[src/rtl/cr_pkg.sv]
package cr_pkg;
  localparam int DW      = 64;
  localparam int IDX_W   = 6;
  localparam int NSEG    = 8;
  localparam int NSEG_LG = 4;                 // segments whose base is ignored in 64-bit mode
  localparam int SEG_W   = $clog2(NSEG);

  typedef logic [DW-1:0]    word_t;
  typedef logic [IDX_W-1:0] idx_t;

  localparam idx_t IX_CR0  = idx_t'(0);
  localparam idx_t IX_CR2  = idx_t'(2);
  localparam idx_t IX_CR3  = idx_t'(3);
  localparam idx_t IX_CR4  = idx_t'(4);
  localparam idx_t IX_CR8  = idx_t'(8);
  localparam idx_t IX_CR15 = idx_t'(15);
  localparam idx_t IX_EFER = idx_t'(16);
  localparam idx_t IX_CSA  = idx_t'(17);
  localparam idx_t IX_SSA  = idx_t'(18);
  localparam idx_t IX_TSC  = idx_t'(19);
  localparam idx_t IX_BASE = idx_t'(20);
  localparam idx_t IX_EFF  = idx_t'(20 + NSEG);
  localparam idx_t IX_END  = idx_t'(20 + 2 * NSEG);

  localparam int B_PG  = 31;
  localparam int B_ET  = 4;
  localparam int B_LME = 8;
  localparam int B_LMA = 10;
  localparam int B_LM  = 0;
  localparam word_t CR4_FLUSH_MASK = word_t'(64'hB0);  // bits 4, 5, 7

  typedef enum logic [3:0] {
    C_NONE, C_ILLEGAL, C_CR0, C_CR3, C_CR4, C_PLAIN,
    C_EFER, C_CSA, C_SSA, C_TSC, C_BASE
  } cls_t;

  function automatic logic illegal_cr(idx_t i);
    return (i <= IX_CR15) &&
           (i == idx_t'(1) || (i > IX_CR4 && i < IX_CR8) || i > IX_CR8);
  endfunction

  function automatic word_t tsc_store(word_t v, word_t now);
    return v - now;
  endfunction

  function automatic word_t tsc_view(word_t off, word_t now);
    return off + now;
  endfunction

  function automatic word_t cr0_commit(word_t v);
    return v | (word_t'(1) << B_ET);
  endfunction
endpackage

[src/rtl/cr_idx_dec.sv]
module cr_idx_dec import cr_pkg::*; (
  input  logic [IDX_W-1:0] idx,
  output cls_t             cls,
  output logic [SEG_W-1:0] seg
);
  assign seg = SEG_W'(idx - IX_BASE);

  always_comb begin
    if (illegal_cr(idx))                     cls = C_ILLEGAL;
    else if (idx == IX_CR0)                  cls = C_CR0;
    else if (idx == IX_CR3)                  cls = C_CR3;
    else if (idx == IX_CR4)                  cls = C_CR4;
    else if (idx == IX_CR2 || idx == IX_CR8) cls = C_PLAIN;
    else if (idx == IX_EFER)                 cls = C_EFER;
    else if (idx == IX_CSA)                  cls = C_CSA;
    else if (idx == IX_SSA)                  cls = C_SSA;
    else if (idx == IX_TSC)                  cls = C_TSC;
    else if (idx >= IX_BASE && idx < IX_EFF) cls = C_BASE;
    else                                     cls = C_NONE;
  end
endmodule

[src/rtl/cr_tsc.sv]
module cr_tsc import cr_pkg::*; (
  input  logic          clk,
  input  logic          rst_n,
  input  logic          we,
  input  logic [DW-1:0] wdata,
  output logic [DW-1:0] view
);
  word_t cnt_q, off_q;

  always_ff @(posedge clk) begin
    if (!rst_n) begin
      cnt_q <= '0;
      off_q <= '0;
    end else begin
      cnt_q <= cnt_q + word_t'(1);
      if (we) off_q <= tsc_store(wdata, cnt_q);
    end
  end

  assign view = tsc_view(off_q, cnt_q);
endmodule

[src/rtl/cr_segbase.sv]
module cr_segbase import cr_pkg::*; (
  input  logic             clk,
  input  logic             rst_n,
  input  logic             we,
  input  logic [SEG_W-1:0] seg,
  input  logic [DW-1:0]    wdata,
  input  logic             legacy_ok,
  input  logic             lm_on,
  input  logic             lm_off,
  output word_t [NSEG-1:0] base_q,
  output word_t [NSEG-1:0] eff_q
);
  for (genvar g = 0; g < NSEG; g++) begin : g_seg
    word_t b_r, e_r;
    logic  hit;
    assign hit       = we && (seg == SEG_W'(g));
    assign base_q[g] = b_r;
    assign eff_q[g]  = e_r;

    always_ff @(posedge clk) begin
      if (!rst_n)   b_r <= '0;
      else if (hit) b_r <= wdata;
    end

    if (g < NSEG_LG) begin : g_legacy
      always_ff @(posedge clk) begin
        if (!rst_n)                 e_r <= '0;
        else if (lm_on)             e_r <= '0;
        else if (lm_off)            e_r <= b_r;
        else if (hit && legacy_ok)  e_r <= wdata;
      end
    end else begin : g_always
      always_ff @(posedge clk) begin
        if (!rst_n)   e_r <= '0;
        else if (hit) e_r <= wdata;
      end
    end
  end
endmodule

[src/rtl/cr_wr_ctl.sv]
module cr_wr_ctl import cr_pkg::*; (
  input  logic             clk,
  input  logic             rst_n,
  input  logic             wr_en,
  input  logic [IDX_W-1:0] wr_idx,
  input  logic [DW-1:0]    wr_data,
  input  logic             rd_en,
  input  logic [IDX_W-1:0] rd_idx,
  output logic [DW-1:0]    rd_data,
  output logic             flush_all,
  output logic             flush_nonglobal,
  output logic             mode_recompute,
  output logic             illegal_access
);
  cls_t             wcls, rcls;
  logic [SEG_W-1:0] wseg, rseg, eoff;

  cr_idx_dec u_wdec (.idx(wr_idx), .cls(wcls), .seg(wseg));
  cr_idx_dec u_rdec (.idx(rd_idx), .cls(rcls), .seg(rseg));

  word_t cr0_q, cr2_q, cr3_q, cr4_q, cr8_q, efer_q, csa_q, ssa_q;

  // named internal events
  logic we_cr0, we_cr3, we_cr4, we_efer, we_csa, we_ssa, we_plain, we_tsc, we_base;
  logic pg_toggle, lma_update, cr4_hit, lm_toggle, lm_on, lm_off, mode64, bad_wr, bad_rd;

  assign we_cr0   = wr_en && wcls == C_CR0;
  assign we_cr3   = wr_en && wcls == C_CR3;
  assign we_cr4   = wr_en && wcls == C_CR4;
  assign we_efer  = wr_en && wcls == C_EFER;
  assign we_csa   = wr_en && wcls == C_CSA;
  assign we_ssa   = wr_en && wcls == C_SSA;
  assign we_plain = wr_en && wcls == C_PLAIN;
  assign we_tsc   = wr_en && wcls == C_TSC;
  assign we_base  = wr_en && wcls == C_BASE;

  assign pg_toggle  = we_cr0 && (cr0_q[B_PG] ^ wr_data[B_PG]);
  assign lma_update = pg_toggle && efer_q[B_LME];
  assign cr4_hit    = we_cr4 && |((cr4_q ^ wr_data) & CR4_FLUSH_MASK);
  assign lm_toggle  = we_csa && (csa_q[B_LM] ^ wr_data[B_LM]);
  assign lm_on      = lm_toggle && wr_data[B_LM];
  assign lm_off     = lm_toggle && !wr_data[B_LM];
  assign mode64     = efer_q[B_LMA] && csa_q[B_LM];
  assign bad_wr     = wr_en && wcls == C_ILLEGAL;
  assign bad_rd     = rd_en && rcls == C_ILLEGAL;

  always_ff @(posedge clk) begin
    if (!rst_n) begin
      cr0_q <= cr0_commit('0);
      cr2_q <= '0; cr3_q <= '0; cr4_q <= '0; cr8_q <= '0;
      efer_q <= '0; csa_q <= '0; ssa_q <= '0;
      flush_all <= 1'b0; flush_nonglobal <= 1'b0;
      mode_recompute <= 1'b0; illegal_access <= 1'b0;
    end else begin
      flush_all       <= pg_toggle || cr4_hit;
      flush_nonglobal <= we_cr3;
      mode_recompute  <= we_cr0 || we_cr4 || we_csa || we_ssa;
      illegal_access  <= bad_wr || bad_rd;
      if (we_cr0) cr0_q <= cr0_commit(wr_data);
      if (we_cr3) cr3_q <= wr_data;
      if (we_cr4) cr4_q <= wr_data;
      if (we_plain) begin
        if (wr_idx == IX_CR2) cr2_q <= wr_data;
        else                  cr8_q <= wr_data;
      end
      if (we_efer)         efer_q <= wr_data;
      else if (lma_update) efer_q[B_LMA] <= wr_data[B_PG];
      if (we_csa) csa_q <= wr_data;
      if (we_ssa) ssa_q <= wr_data;
    end
  end

  word_t [NSEG-1:0] base_q, eff_q;
  word_t            tsc_now;

  cr_segbase u_seg (
    .clk(clk), .rst_n(rst_n), .we(we_base), .seg(wseg), .wdata(wr_data),
    .legacy_ok(!mode64), .lm_on(lm_on), .lm_off(lm_off),
    .base_q(base_q), .eff_q(eff_q)
  );

  cr_tsc u_tsc (.clk(clk), .rst_n(rst_n), .we(we_tsc), .wdata(wr_data), .view(tsc_now));

  assign eoff = SEG_W'(rd_idx - IX_EFF);

  always_comb begin
    rd_data = '0;
    case (rcls)
      C_CR0:   rd_data = cr0_q;
      C_CR3:   rd_data = cr3_q;
      C_CR4:   rd_data = cr4_q;
      C_PLAIN: rd_data = (rd_idx == IX_CR2) ? cr2_q : cr8_q;
      C_EFER:  rd_data = efer_q;
      C_CSA:   rd_data = csa_q;
      C_SSA:   rd_data = ssa_q;
      C_TSC:   rd_data = tsc_now;
      C_BASE:  rd_data = base_q[rseg];
      default: if (rd_idx >= IX_EFF && rd_idx < IX_END) rd_data = eff_q[eoff];
    endcase
  end
endmodule

[config.mk]
export PLATFORM = sky130hd
export DESIGN_NAME = cr_wr_ctl
export DESIGN_NICKNAME = d
export VERILOG_FILES = /design/src/rtl/cr_pkg.sv /design/src/rtl/cr_idx_dec.sv /design/src/rtl/cr_tsc.sv /design/src/rtl/cr_segbase.sv /design/src/rtl/cr_wr_ctl.sv
export SDC_FILE = /design/constraint.sdc
export NUM_CORES = 2
export LEC_CHECK = 0
export BUFFER_PORTS_ARGS = -buffer_cell sky130_fd_sc_hd__buf_2
export CAP_MARGIN = 20
export CORE_AREA = 5 5 380 382
export CTS_CLUSTER_SIZE = 10
export DETAILED_ROUTE_END_ITERATION = 7
export DIE_AREA = 0 0 385 387
export PLACE_DENSITY = 0.66
export SLEW_MARGIN = 0
export SYNTH_ARGS = -nofsm -noshare
export SYNTH_HDL_FRONTEND = slang
export SYNTH_SLANG_ARGS = --single-unit
[constraint.sdc]
create_clock -name clk -period 4.5 [get_ports clk]
set_input_delay 0.675 -clock clk [delete_from_list [all_inputs] [get_ports clk]]
set_output_delay 0.675 -clock clk [all_outputs]
set_load 0.05 [all_outputs]
# Word level (Yosys, flattened, before mapping)
# Index checks and enable logic that the tools add are counted.
[op_classes]
n_eq_ne = 45
reduce_logical = 62
bitwise_logic = 5
add_sub_neg = 6
n_lt_le_gt_ge = 16
muxes = 37
[ops]
columns = ["operator", "n"]
rows = [
  ["$mux W64", 12],
  ["$pmux W64 S9", 1],
  ["$bmux W64 S3", 2],
  ["$mux W4", 20],
  ["$add A64 B1 Y64 const B", 1],
  ["$add A64 B64 Y64", 1],
  ["$sub A64 B64 Y64", 1],
  ["$eq A6 B5 Y1 const B", 8],
  ["$logic_and A1 B1 Y1", 37],
  ["$eq A4 B3 Y1 const B", 8],
  ["$eq A4 B4 Y1 const B", 6],
  ["$eq A6 B2 Y1 const B", 4],
  ["$ge A6 B5 Y1 const B", 3],
  ["$eq A4 B2 Y1 const B", 4],
  ["$eq A3 B3 Y1 const B", 4],
  ["$eq A6 B1 Y1 const B", 2],
  ["$eq A6 B3 Y1 const B", 2],
  ["$eq A6 B4 Y1 const B", 2],
  ["$gt A6 B3 Y1 const B", 2],
  ["$gt A6 B4 Y1 const B", 2],
  ["$le A6 B4 Y1 const B", 2],
  ["$logic_not A6 Y1", 2],
  ["$lt A6 B4 Y1 const B", 2],
  ["$lt A6 B5 Y1 const B", 2],
  ["other kinds (17)", 41],
]
[word_totals]
elab_cells = 198
inputBits = 80
reg_bits = 1411
output_inout_bits = 68

# Logic depth before layout (Yosys ltp)
[logic_depth]
depth_word = 18
depth_mapped = 13

# Modules after synthesis
# Synthesis repeated with hierarchy kept, for this count alone.
[hier_totals]
cells_unflattened = 9446
hier_area_um2 = 79457.5
[modules_own_cells]
columns = ["mod", "area_each_um2", "cells_per_inst", "n_inst"]
rows = [
  ["cr_segbase", 34378.0, 4045, 1],
  ["cr_wr_ctl", 31929.4, 3661, 1],
  ["cr_tsc", 12797.3, 1688, 1],
  ["cr_idx_dec", 176.4, 26, 2],
]

# Least setup slack after synthesis
# Ideal clock, no wire load.
[synth_path]
kind = "register to output"
startpoint = "register u_tsc.cnt_q[0]"
endpoint = "output rd_data[40]"
stages_incl_launch_ff = 12
setup_slack_ns = 0.110
t_arrival_ns = 3.715
path_buffers = 0
path_cell_list = "dfxtp_1 > ha_1 > fa_1 > a211o_1 > o211ai_1 > a211oi_1 > or4_1 > a211oi_1 > or2_2 > o31ai_1 > xnor2_1 > o21ai_0"
[synth_between]
elab_chain_len = 2
[synth_lines]
columns = ["item", "line_no", "text"]
rows = [
  ["start, declared", "cr_tsc.sv:8", "word_t cnt_q, off_q;"],
  ["start signal, assigned", "cr_tsc.sv:15", "cnt_q <= cnt_q + word_t'(1);"],
  ["$add A64 B64 Y64", "cr_pkg.sv:47", "return off + now;"],
  ["$pmux W64 S9", "cr_wr_ctl.sv:88", "case (rcls)"],
  ["end, declared", "cr_wr_ctl.sv:9", "output logic [DW-1:0] rd_data,"],
]
# No other way between the ends.

# Worst setup path in the final report
[layout_path]
startpoint = "register u_tsc.off_q[0]"
endpoint = "output rd_data[60]"
[layout_between]
elab_chain_len = 2
[layout_lines]
columns = ["item", "line_no", "text"]
rows = [
  ["start, declared", "cr_tsc.sv:8", ""],
  ["start signal, assigned", "cr_tsc.sv:16", "if (we) off_q <= tsc_store(wdata, cnt_q);"],
  ["$add A64 B64 Y64", "cr_pkg.sv:47", ""],
  ["$pmux W64 S9", "cr_wr_ctl.sv:88", ""],
]
# No other way between the ends.

==> metrics.md <==
| Metric | Value |
|---|---|
| Hold Path Class | in -> reg |
| Synth Instances | 8767 |
| Seq/Total Area, Yosys | 40.46% |
| Commonest cells post-synth | nand2_1, dfxtp_1, a21oi_1, clkbuf_1, nor2_1 |
| Dominant synthesized flop cell | dfxtp_1 |
| CTS Buffer Depth | 3 |
| Largest area contributor in the netlist | dfxtp_1 |
| Starting DRT DRC Count | 6995 |
| Die width | 385 um |
| Most common cell in the synthesized netlist | nand2_1 |
| Fin. Hold Viols | 0 |
| Post-Route WL | 248.5 mm |
| Yosys cell types | 113 |
| Initial core utilization | 49.61% |
| Path depth of the worst reg2reg path | 11 |
| Synthesized area | 69810 um^2 |
| Vias per inst | 6.273 |
| Hold Path End | cr0_q[12] |
| Clk_lat worst skew | 0.80 ns |
| Leakage power | 26.26 nW |
| Critical Path Source Type | register |
| FF-to-FF End | u_tsc.off_q[47] |
| Placer congestion estimate | 0.9300 |
| Routed wl met2 | 111.7 mm |
| DR top layer | met5 |
| WL met3 | 25.80 mm |
| Crit path capture type | output port |
| Failing checks | negative setup slack |
| Peak VDD IR | 359.3 uV |
| Number of flops mapped to enable cells by yosys | 0 |
| Die Y | 387 um |
| Worst Path Required | 3.83 ns |
| Setup-failing EPs final | 11 |
| Worst r2r src | u_tsc.cnt_q[22] |
| WHS | 0.2413 ns |
| Vias | 65600 |
| CP arrival | 3.99 ns |
| Global-route wire length before repair | 375.3 mm |
| Hpwl dp | 153.7 mm |
| NumNets Final | 8740 |
| IO Count | 148 |
| Setup slack, reg-to-reg | 0.84 ns |
| Detailed Routing Iterations Pass 1 | 8 |
| Post-synth ARST share | 0% |
| Mean routed wirelength per cell | 23.76 um |
| Worst slew margin | 23.53% |
| Crit-path slowest cell | o211ai_1 |
| Status | finished, violations left |
| Vias in the first global route | 62460 |
| Avg Cell Area, Syn | 7.963 um^2 |
| FF+latch count, synth | 1411 |
| Slew @ Worst Pin | 1.147 ns |
| Final worst path period need | 4.670 ns |
| Hold path cells | 3 |
| Fmax | 214.2 MHz |
| Largest net degree at the start of global routing | 190 |
| # H-tree levels | 4 |
| Core Region | 140700 um^2 |
| Max FO, Critical Path | 4 |
| Max-cap violation count | 0 |
| CTS Root Cell | clkbuf_16 |
| Remaining global-route overflow | 0 |
| Most Frequent Cell on Critical Path | o211ai_1 |
| Hold path startpoint | wr_data[12] |
| DRC | 0 |
| Synth area leaders | dfxtp_1, nand2_1, a21oi_1 |
| Crit path cell chain | ha_4 -> fa_2 -> a211o_1 -> o211ai_1 -> a211oi_2 -> or3_4 -> a21boi_4 -> o31ai_4 -> a31oi_4 -> a21oi_2 -> o211ai_1 -> clkbuf_16 |
| Die Area | 149000 um^2 |
| Num CTS Buffers | 162 |
| RSZ-0062 raised after global routing | yes |
| Largest stage delay, worst path | 0.44 ns |
| P&R area growth vs syn | 12.09% |
| Clk_skew | 0.02790 ns |
| YS warnings | 0 |
| Total of fill cells in the finished design | 12810 |
| Post-DRT Antenna Nets | 0 |
| Clock slew at reported path FFs | 0.05 ns |
| CTS tree | yes |
| Final WS setup | -0.1695 ns |
| Total GRT Usage | 31.96% |
| Max Slew Vio Count | 0 |
| Sink Count | 1411 |
| Pwr dens | 338.1 nW/um^2 |
| CP Class | reg -> out |
| Layout cell share with drive strength beyond 1 | 12.23% |
| Synth Net Count | 8976 |
| Met1 WL | 101.5 mm |
| Hold_buf cts | 0 |
| Final Cycle Share | 103.8% |
| Initial antenna violation count | 10 |
| Top cell type's share of synthesized area | 40.46% |
| Port-buffer cells | 147 |
| Final setup TNS | -0.8177 ns |
| Row count | 138 |
-- routing by layer --
layer	vias up	track usage (%)
met1	31710	43.06
met4	2	12.37
met2	3310	50.49
met3	630	6.592
met5	-	0
li1	29950	-
-- kinds of logic after synthesis --
family,after synthesis,share of synthesized area [%]
compound gates,2247,20.08
buf+inv,925,5.558
simple gates,3518,20.69
mux,391,9.047
flops,1411,40.46
fa+ha+maj,129,2.333
xor+xnor,146,1.832
-- cell type report --
class                           instances  area [um^2]  share of cell area [%]
Timing Repair Buffer                  427         4074                   5.206
Clock inverter                         10        155.1                  0.1983
Multi-Input combinational cell       6431        38730                   49.50
Clock buffer                          183         4259                   5.442
Tap cell                             1890         2365                   3.022
Sequential cell                      1411        28270                   36.13
Inverter                               98        375.4                  0.4797
Antenna cell                            8        20.02                 0.02558
-- report_power, final --
group | switching [mW] | leakage, nW | total [mW] | internal [mW]
clock | 5.08 | 2.17 | 11.8 | 6.75
combinational | 1.45 | 12.7 | 2.02 | 0.569
sequential | 0.0431 | 11.4 | 12.6 | 12.6
-- flip-flops by register name, indices dropped and copies added (netlist names), 63 cells and up --
| register | count |
|---|---|
| u_seg.g_seg.b_r | 448 |
| u_seg.g_seg.e_r | 320 |
| cr2_q | 64 |
| cr3_q | 64 |
| cr4_q | 64 |
| cr8_q | 64 |
| csa_q | 64 |
| efer_q | 64 |
| ssa_q | 64 |
| u_tsc.cnt_q | 64 |
| u_tsc.off_q | 64 |
| cr0_q | 63 |
-- per-stage QoR --
| stage | instance area [um^2] | cells | setup slack [ns] | power [mW] | util [%] |
|---|---|---|---|---|---|
| CTS | 77800 | 10430 | -0.1703 | 26.49 | 55.28 |
| global placement | 72670 | 10220 | 0.1903 | 14.79 | 51.64 |
| global route | 78240 | 10450 | -0.2270 | 27.14 | 55.60 |
| finish | 78260 | 10460 | -0.1695 | 26.46 | 55.61 |
| floorplan | 69810 | 8767 | 0.1104 | 14.05 | - |
| detailed placement | 72670 | 10220 | 0.1757 | 14.81 | 51.64 |
-- cells in the final DEF, fill, tap and decap left out, types with 15 or more instances in the layout --
master	instances
buf_2	103
and3_1	17
nand4_1	51
o21ai_0	118
a21o_1	75
a211oi_1	55
a22oi_1	247
nor2_1	532
buf_12	82
ha_1	94
nor3_1	94
a311oi_1	190
nand2_1	2313
mux2i_1	199
mux4_2	192
o21ai_1	25
clkbuf_16	168
xor2_1	48
a21oi_1	1253
o211ai_1	24
or3_1	24
and2_1	15
buf_4	222
xnor2_1	92
o21bai_1	18
inv_1	96
nand3_1	320
dfxtp_1	1397
ha_4	21
a31oi_1	26
o21a_1	22
a211oi_2	31
-- critical path: cells and delay by family (launching register included) --
kind                       cells  cell delay, ns
AOI/OAI and AO/OA              8            1.69
buffers and inverters          1            0.26
DFF                            1            0.35
and+or+nand+nor                1            0.37
adders and majority gates      2            0.53
-- worst max-delay path by stage --
stage / from / endpoint / slack (ns) / cells past startpoint
finish: u_tsc.off_q[0] / rd_data[60] / -0.17 / 12
global route: u_tsc.off_q[0] / rd_data[60] / -0.23 / 12
CTS: u_tsc.off_q[0] / rd_data[60] / -0.17 / 12
detailed placement: u_tsc.off_q[0] / rd_data[60] / 0.18 / 12
global placement: u_tsc.off_q[0] / rd_data[52] / 0.19 / 14
floorplan: u_tsc.cnt_q[0] / rd_data[40] / 0.11 / 11
-- timing repair --
item                                    CTS  global route
pin swaps                                27            22
endpoints found under the setup margin   43            39
setup buffers                            16            18
resized for setup                       124            86
No activity file was read; power rests on OpenSTA's default activity.
